<file path="src/rtl/fwmap_pkg.sv">
package fwmap_pkg;
    localparam int unsigned FWMAP_ADDR_W = 32;
    localparam int unsigned FWMAP_HI_W   = 16;

    typedef enum logic {
        SEL_WINDOW = 1'b0,
        SEL_MASK   = 1'b1
    } cfg_sel_e;
endpackage

</file>
<file path="src/rtl/fwmap_regs.sv">
module fwmap_regs
    import fwmap_pkg::*;
#(
    parameter int unsigned HI_W = FWMAP_HI_W,
    localparam int unsigned CFG_W = 2 * HI_W
) (
    input  logic             clk,
    input  logic             rst_n,
    input  logic             wr,
    input  logic             sel,
    input  logic [CFG_W-1:0] wdata,
    output logic [CFG_W-1:0] rdata,
    output logic [CFG_W-1:0] win_q,
    output logic [CFG_W-1:0] msk_q
);
    typedef struct packed {
        logic [CFG_W-1:0] win;
        logic [CFG_W-1:0] msk;
    } cfg_t;

    cfg_t cfg_d, cfg_q;

    always_comb begin
        cfg_d = cfg_q;
        if (wr) begin
            if (cfg_sel_e'(sel) == SEL_MASK) cfg_d.msk = wdata;
            else                             cfg_d.win = wdata;
        end
    end

    always_ff @(posedge clk or negedge rst_n) begin
        if (!rst_n) cfg_q <= '0;
        else        cfg_q <= cfg_d;
    end

    assign win_q = cfg_q.win;
    assign msk_q = cfg_q.msk;
    assign rdata = (cfg_sel_e'(sel) == SEL_MASK) ? cfg_q.msk : cfg_q.win;
endmodule

</file>
<file path="src/rtl/fwmap_match.sv">
module fwmap_match
    import fwmap_pkg::*;
#(
    parameter int unsigned ADDR_W = FWMAP_ADDR_W,
    parameter int unsigned HI_W   = FWMAP_HI_W,
    localparam int unsigned LO_W  = ADDR_W - HI_W,
    localparam int unsigned CFG_W = 2 * HI_W
) (
    input  logic [ADDR_W-1:0] addr,
    input  logic [CFG_W-1:0]  win,
    input  logic [CFG_W-1:0]  msk,
    output logic              hit,
    output logic [ADDR_W-1:0] remapped
);
    logic [HI_W-1:0] addr_hi;
    logic [HI_W-1:0] bit_ok;
    logic [HI_W-1:0] new_hi;

    assign addr_hi = addr[ADDR_W-1 -: HI_W];

    for (genvar i = 0; i < HI_W; i++) begin : g_bit
        // decode: ignored bits always agree
        assign bit_ok[i] = msk[i] | ~(addr_hi[i] ^ win[i]);
        // relocate: select bit picks base over incoming address
        assign new_hi[i] = msk[HI_W + i] ? win[HI_W + i] : addr_hi[i];
    end

    assign hit      = &bit_ok;
    assign remapped = {new_hi, addr[LO_W-1:0]};
endmodule

</file>
<file path="src/rtl/fw_window_remap.sv">
module fw_window_remap
    import fwmap_pkg::*;
#(
    parameter int unsigned ADDR_W = FWMAP_ADDR_W,
    parameter int unsigned HI_W   = FWMAP_HI_W,
    localparam int unsigned CFG_W = 2 * HI_W
) (
    input  logic              clk,
    input  logic              rst_n,
    input  logic              cfg_wr,
    input  logic              cfg_sel,
    input  logic [CFG_W-1:0]  cfg_wdata,
    output logic [CFG_W-1:0]  cfg_rdata,
    input  logic              in_valid,
    input  logic [ADDR_W-1:0] in_addr,
    output logic              out_valid,
    output logic              out_hit,
    output logic [ADDR_W-1:0] out_addr
);
    typedef struct packed {
        logic              valid;
        logic              hit;
        logic [ADDR_W-1:0] addr;
    } pipe_t;

    logic [CFG_W-1:0]  cfg_win;
    logic [CFG_W-1:0]  cfg_msk;
    logic              dec_hit;
    logic [ADDR_W-1:0] dec_addr;
    pipe_t             pipe_d, pipe_q;

    fwmap_regs #(.HI_W(HI_W)) u_regs (
        .clk   (clk),
        .rst_n (rst_n),
        .wr    (cfg_wr),
        .sel   (cfg_sel),
        .wdata (cfg_wdata),
        .rdata (cfg_rdata),
        .win_q (cfg_win),
        .msk_q (cfg_msk)
    );

    fwmap_match #(.ADDR_W(ADDR_W), .HI_W(HI_W)) u_match (
        .addr     (in_addr),
        .win      (cfg_win),
        .msk      (cfg_msk),
        .hit      (dec_hit),
        .remapped (dec_addr)
    );

    always_comb begin
        pipe_d       = pipe_q;
        pipe_d.valid = in_valid;
        pipe_d.hit   = in_valid & dec_hit;
        if (in_valid && dec_hit) pipe_d.addr = dec_addr;
    end

    always_ff @(posedge clk or negedge rst_n) begin
        if (!rst_n) pipe_q <= '0;
        else        pipe_q <= pipe_d;
    end

    assign out_valid = pipe_q.valid;
    assign out_hit   = pipe_q.hit;
    assign out_addr  = pipe_q.addr;
endmodule

</file>
<file path="config.mk">
export PLATFORM = sky130hd
export DESIGN_NAME = fw_window_remap
export DESIGN_NICKNAME = d
export VERILOG_FILES = /design/src/rtl/fwmap_pkg.sv /design/src/rtl/fwmap_regs.sv /design/src/rtl/fwmap_match.sv /design/src/rtl/fw_window_remap.sv
export SDC_FILE = /design/constraint.sdc
export NUM_CORES = 1
export LEC_CHECK = 0
export CAP_MARGIN = 20
export CORE_ASPECT_RATIO = 0.8
export CORE_UTILIZATION = 51
export CTS_CLUSTER_SIZE = 28
export DETAILED_ROUTE_END_ITERATION = 8
export GPL_TIMING_DRIVEN = 0
export PLACE_DENSITY = 0.95
export RECOVER_POWER = 50
export SKIP_CTS_REPAIR_TIMING = 1
export SLEW_MARGIN = 20
export SYNTH_ARGS = -nofsm -noshare
export SYNTH_HDL_FRONTEND = slang
export SYNTH_SLANG_ARGS = --single-unit
</file>
<file path="constraint.sdc">
create_clock -name clk -period 2.9 [get_ports clk]
set_input_delay 0.29 -clock clk [delete_from_list [all_inputs] [get_ports clk]]
set_output_delay 0.29 -clock clk [all_outputs]
set_load 0.005 [all_outputs]
</file>
==> Yosys cells after proc, flatten, opt, wreduce, memory -nomap -nowiden <==
Index checks and enable logic that the tools add are counted.
{ "op_classes": {"mux": 17, "bitwise": 50, "n_reduce_logical": 4} }
{ "ops": {"columns": ["cell", "count"], "rows": [
  ["$mux W32", 1],
  ["$not A1 Y1", 17],
  ["$mux W1", 16],
  ["$or A1 B1 Y1", 16],
  ["$reduce_and A16 Y1", 1],
  ["$xor A1 B1 Y1", 16],
  ["$reduce_and A2 Y1", 2],
  ["$and A1 B1 Y1", 1],
  ["$logic_and A1 B1 Y1", 1]
]} }
{ "totals": {"regBits": 98, "in_bits": 69, "output_inout_bits": 66, "word_cells": 76} }

==> Longest topological paths before layout <==
{ "depth": {"ltp_word": 5, "mapped_depth": 6} }

==> Cells and area by module <==
Synthesis repeated with hierarchy kept, for this count alone.
{ "hier_totals": {"hier_cells": 303, "area_unflattened_um2": 4649.5} }
{ "modules_own_cells": {"columns": ["mod", "instances", "cells_per_inst", "area_per_inst_um2", "seq_area_each_um2"], "rows": [
  ["fwmap_regs", 1, 173, 2776.4, 1601.5],
  ["fw_window_remap", 1, 71, 1363.8, 850.8],
  ["fwmap_match", 1, 59, 509.2, 0.0]
]} }

==> Worst setup path before layout <==
Ideal clock, no wire load.
{ "synth_timing": {"kind": "reg-to-reg", "start": "register u_regs.cfg_q, in the netlist u_regs.win_q[14]", "end": "register pipe_q, in the netlist out_addr[10]", "setup_ns": 0.125, "arrival_ns": 1.569, "required_time_ns": 2.775, "path_slack_ns": 1.206, "stages_incl_launch_ff": 7, "n_path_buf": 1, "synth_period_minus_slack_ns": 1.694, "cell_sequence": "dfrtp_1 xnor2_1 o22ai_1 nor4_2 nand3_2 buf_6 mux2_4"} }
{ "synth_between": {"elab_chain_cells": 5} }
{ "synth_rtl": {"columns": ["element", "line_no", "rtl"], "rows": [
  ["from (decl)", "fwmap_regs.sv:21", "cfg_t cfg_d, cfg_q;"],
  ["from (signal assigned)", "fwmap_regs.sv:33", "else cfg_q <= cfg_d;"],
  ["$xor A1 B1 Y1", "fwmap_match.sv:23", "assign bit_ok[i] = msk[i] | ~(addr_hi[i] ^ win[i]);"],
  ["$not A1 Y1", "fwmap_match.sv:23", null],
  ["$or A1 B1 Y1", "fwmap_match.sv:23", null],
  ["$reduce_and A16 Y1", "fwmap_match.sv:28", "assign hit = &bit_ok;"],
  ["$logic_and A1 B1 Y1", "fw_window_remap.sv:55", "if (in_valid && dec_hit) pipe_d.addr = dec_addr;"],
  ["to (signal assigned)", "fw_window_remap.sv:60", "else pipe_q <= pipe_d;"],
  ["to (decl)", "fw_window_remap.sv:30", "pipe_t pipe_d, pipe_q;"]
]} }
Every way passes these cells.
A chain may end at the register's enable or synchronous reset.

==> Worst setup path after layout <==
{ "layout_timing": {"start": "input cfg_sel", "end": "output cfg_rdata[9]"} }
{ "layout_between": {"elab_chain_cells": 1} }
{ "layout_rtl": {"columns": ["element", "line_no", "rtl"], "rows": [
  ["from (decl)", "fw_window_remap.sv:11", "input logic cfg_sel,"],
  ["$mux W32", "fwmap_regs.sv:38", "assign rdata = (cfg_sel_e'(sel) == SEL_MASK) ? cfg_q.msk : cfg_q.win;"],
  ["to (decl)", "fw_window_remap.sv:13", "output logic [CFG_W-1:0] cfg_rdata,"]
]} }
Every way passes these cells.

==> out/results.tsv <==
metric	value	unit
Die Width	107	microns
Initial Utilization	0.528	
Setup Viol. Count Final	0	
first-pass GRT wire length	17400	microns
TritonCTS clock tree	yes	
Overflow after GRT	0	
fin nets	503	
dpl cell area	6000	sq um
commonest non-fill, non-tap cell in the layout	mux2_2	
syn nets	357	
Hold Crit Class	register to register	
Bufs and invs on worst path	3	
All-Layer GR Usage	0.252	
reg-to-reg critical path startpoint	u_regs.win_q[6]$_DFFE_PN0P_	
post-synthesis sequential area ratio	0.545	
failing checks	max-capacitance violations, max-slew violations	
share of layout cells above drive strength 1	0.380	
status	finished, violations left	
Max clock buf depth	2	
CTS Buf Count	9	
hold endpoint	out_addr[28]$_DFFE_PN0P_	
die area	9200	sq um
Pleak	2.78	nW
I/O pin cnt	135	
DRC	0	
crit-path cells	clkbuf_1 -> clkbuf_1 -> mux2_2 -> clkdlybuf4s50_1	
Syn Area/Cell	15.6	sq um
largest net degree at the start of global routing	74	
slew margin rel.	-0.0304	
WP data required	2.61	ns
initial antenna violation count	0	
reg2reg setup slack	0.80	ns
CP most frequent cell	clkbuf_1	
Setup Crit Path Kind	primary input to output port	
HPWL after DPL	7910	microns
dpl cells	534	
Post-Layout Inst Area	6230	sq um
H-tree levels	3	
Final Hold Fails	0	
Buffers on Ports	133	
1st-iter DRT viols	68	
most frequent cells in the layout	114 x mux2_2, 102 x clkdlybuf4s50_1, 98 x dfrtp_1, 31 x dlygate4sd3_1, 29 x mux2_4	
Die H	86.0	microns
Period minus WS final	2.34	ns
Seq cells post-synth	98	
Synth Instances	288	
max-slew violations	26	
Mapped Area	4500	sq um
Synth warnings	0	
CP arrival	2.05	ns
pwr dens	646	nW/um^2
CP max stage delay	0.60	ns
FF-to-FF End	out_addr[30]$_DFFE_PN0P_	
Reg clk slew, reported paths	0.09	ns
vias in the first global route	3430	
crit path max fanout	10	
Clock Skew	0.0104	ns
gpl congestion	0.778	
unrepaired setup endpoints after global routing	false	
final worst-path cycle share	0.808	
reg2reg path depth	6	
CP top delay family	buffers and inverters	
routed vias/inst	5.36	
final wirelength	10800	microns
worst hold path cell count	1	
Core Area	8520	sq um
Netlist cell types	18	
Row Count	30	
worst vdd ir	0.328	mV
highest clock rate	427	MHz
final core occ	0.731	
hold wc startpoint	out_addr[28]$_DFFE_PN0P_	
final hold slack	0.511	ns
diode count	0	
MaxCap Viol Count	1	
Critical Path End Type	output port	
Worst Tran Pin Value	1.55	ns
Area Overhead vs Synth	38.5	%
Worst setup SP type	primary input	
Clock Tree Root	clkbuf_8	
Final ANT Viol Nets	0	
Pre-antenna DRT Iters	4	
Critical Path Slowest Stage Cell	clkbuf_1	
Sink Count	98	
Final Non-Filler Cells	551	
Vias	2952	
DR WL/cell	19.6	microns
Clock Latency Late Sink	0.36	ns
-- registers in the layout (all words and copies together), names as in the netlist --
| name | count |
|---|---|
| out_hit | 1 |
| u_regs.win_q | 32 |
| u_regs.msk_q | 32 |
| out_addr | 32 |
| out_valid | 1 |
-- report_power, final --
group | internal [W] | total, W | switching, W
combinational | 0.000835 | 0.00120 | 0.000362
clock | 0.000534 | 0.00100 | 0.000467
sequential | 0.00164 | 0.00183 | 0.000187
-- routing by layer --
| layer | vias to the layer above | routed length [microns] | global-route usage |
|---|---|---|---|
| li1 | 1323 | - | - |
| met1 | 1503 | 4390 | 0.304 |
| met2 | 108 | 5580 | 0.433 |
| met3 | 18 | 626 | 0.0775 |
| met4 | 0 | 209 | 0.0822 |
| met5 | - | 0 | 0 |
-- Yosys cell counts --
master	instances	area, sq um
mux2_1	1	11.3
xnor2_1	16	140
nor3_1	1	5.00
dfrtp_1	98	2450
nand2_1	1	3.75
nor2b_1	1	6.26
o22ai_1	7	43.8
mux2_2	114	1280
buf_6	3	33.8
inv_1	1	3.75
nand3_2	1	10.0
buf_1	3	11.3
nor4_2	1	12.5
nor2_1	2	7.51
clkbuf_1	5	18.8
buf_2	3	15.0
o21ai_0	1	5.00
mux2_4	29	435
-- cell families after synthesis --
family | share of synthesized area
xor gates and xnor gates | 0.0311
AOI/OAI and AO/OA | 0.0108
buffers and inverters | 0.0184
and+or+nand+nor | 0.0100
DFF | 0.545
muxes | 0.385
-- through the flow --
stage / TNS, ns / setup WS [ns] / power [W]
floorplan: 0 / 1.21 / 0.00238
global placement: -189.03 / -1.94 / 0.00303
detailed placement: 0 / 0.439 / 0.00310
CTS: 0 / 0.530 / 0.00411
global route: 0 / 0.440 / 0.00422
finish: 0 / 0.557 / 0.00403
-- worst register-to-register path: stages, from the launching register on --
cell and delay [ns]:
dfrtp_1 0.41, xnor2_1 0.19, o22ai_1 0.11, nor3_1 0.42, nand3_2 0.29, buf_6 0.25, mux2_4 0.31
-- worst max-delay path by stage --
stage                                       startpoint                  endpoint  slack [ns]  cells past startpoint
final                                          cfg_sel              cfg_rdata[9]        0.56                      4
after detailed placement                   in_addr[19]  out_addr[30]$_DFFE_PN0P_        0.44                      7
after floorplan           u_regs.win_q[14]$_DFFE_PN0P_  out_addr[10]$_DFFE_PN0P_        1.21                      6
after global routing                           cfg_sel             cfg_rdata[16]        0.44                      4
after global placement                           rst_n  out_addr[28]$_DFFE_PN0P_       -1.94                      1
after CTS                                      cfg_sel              cfg_rdata[9]        0.53                      4
-- layout make-up --
type	count	area, sq um
buffer	14	78.8
timing repair buffer	135	1360
clock buffer	12	155
clock inverter	4	73.8
tap	112	140
inverter	1	3.75
multi-input combinational	175	1960
sequential	98	2450
fill	590	2290
Note: power is estimated with default switching activity, not from simulation.
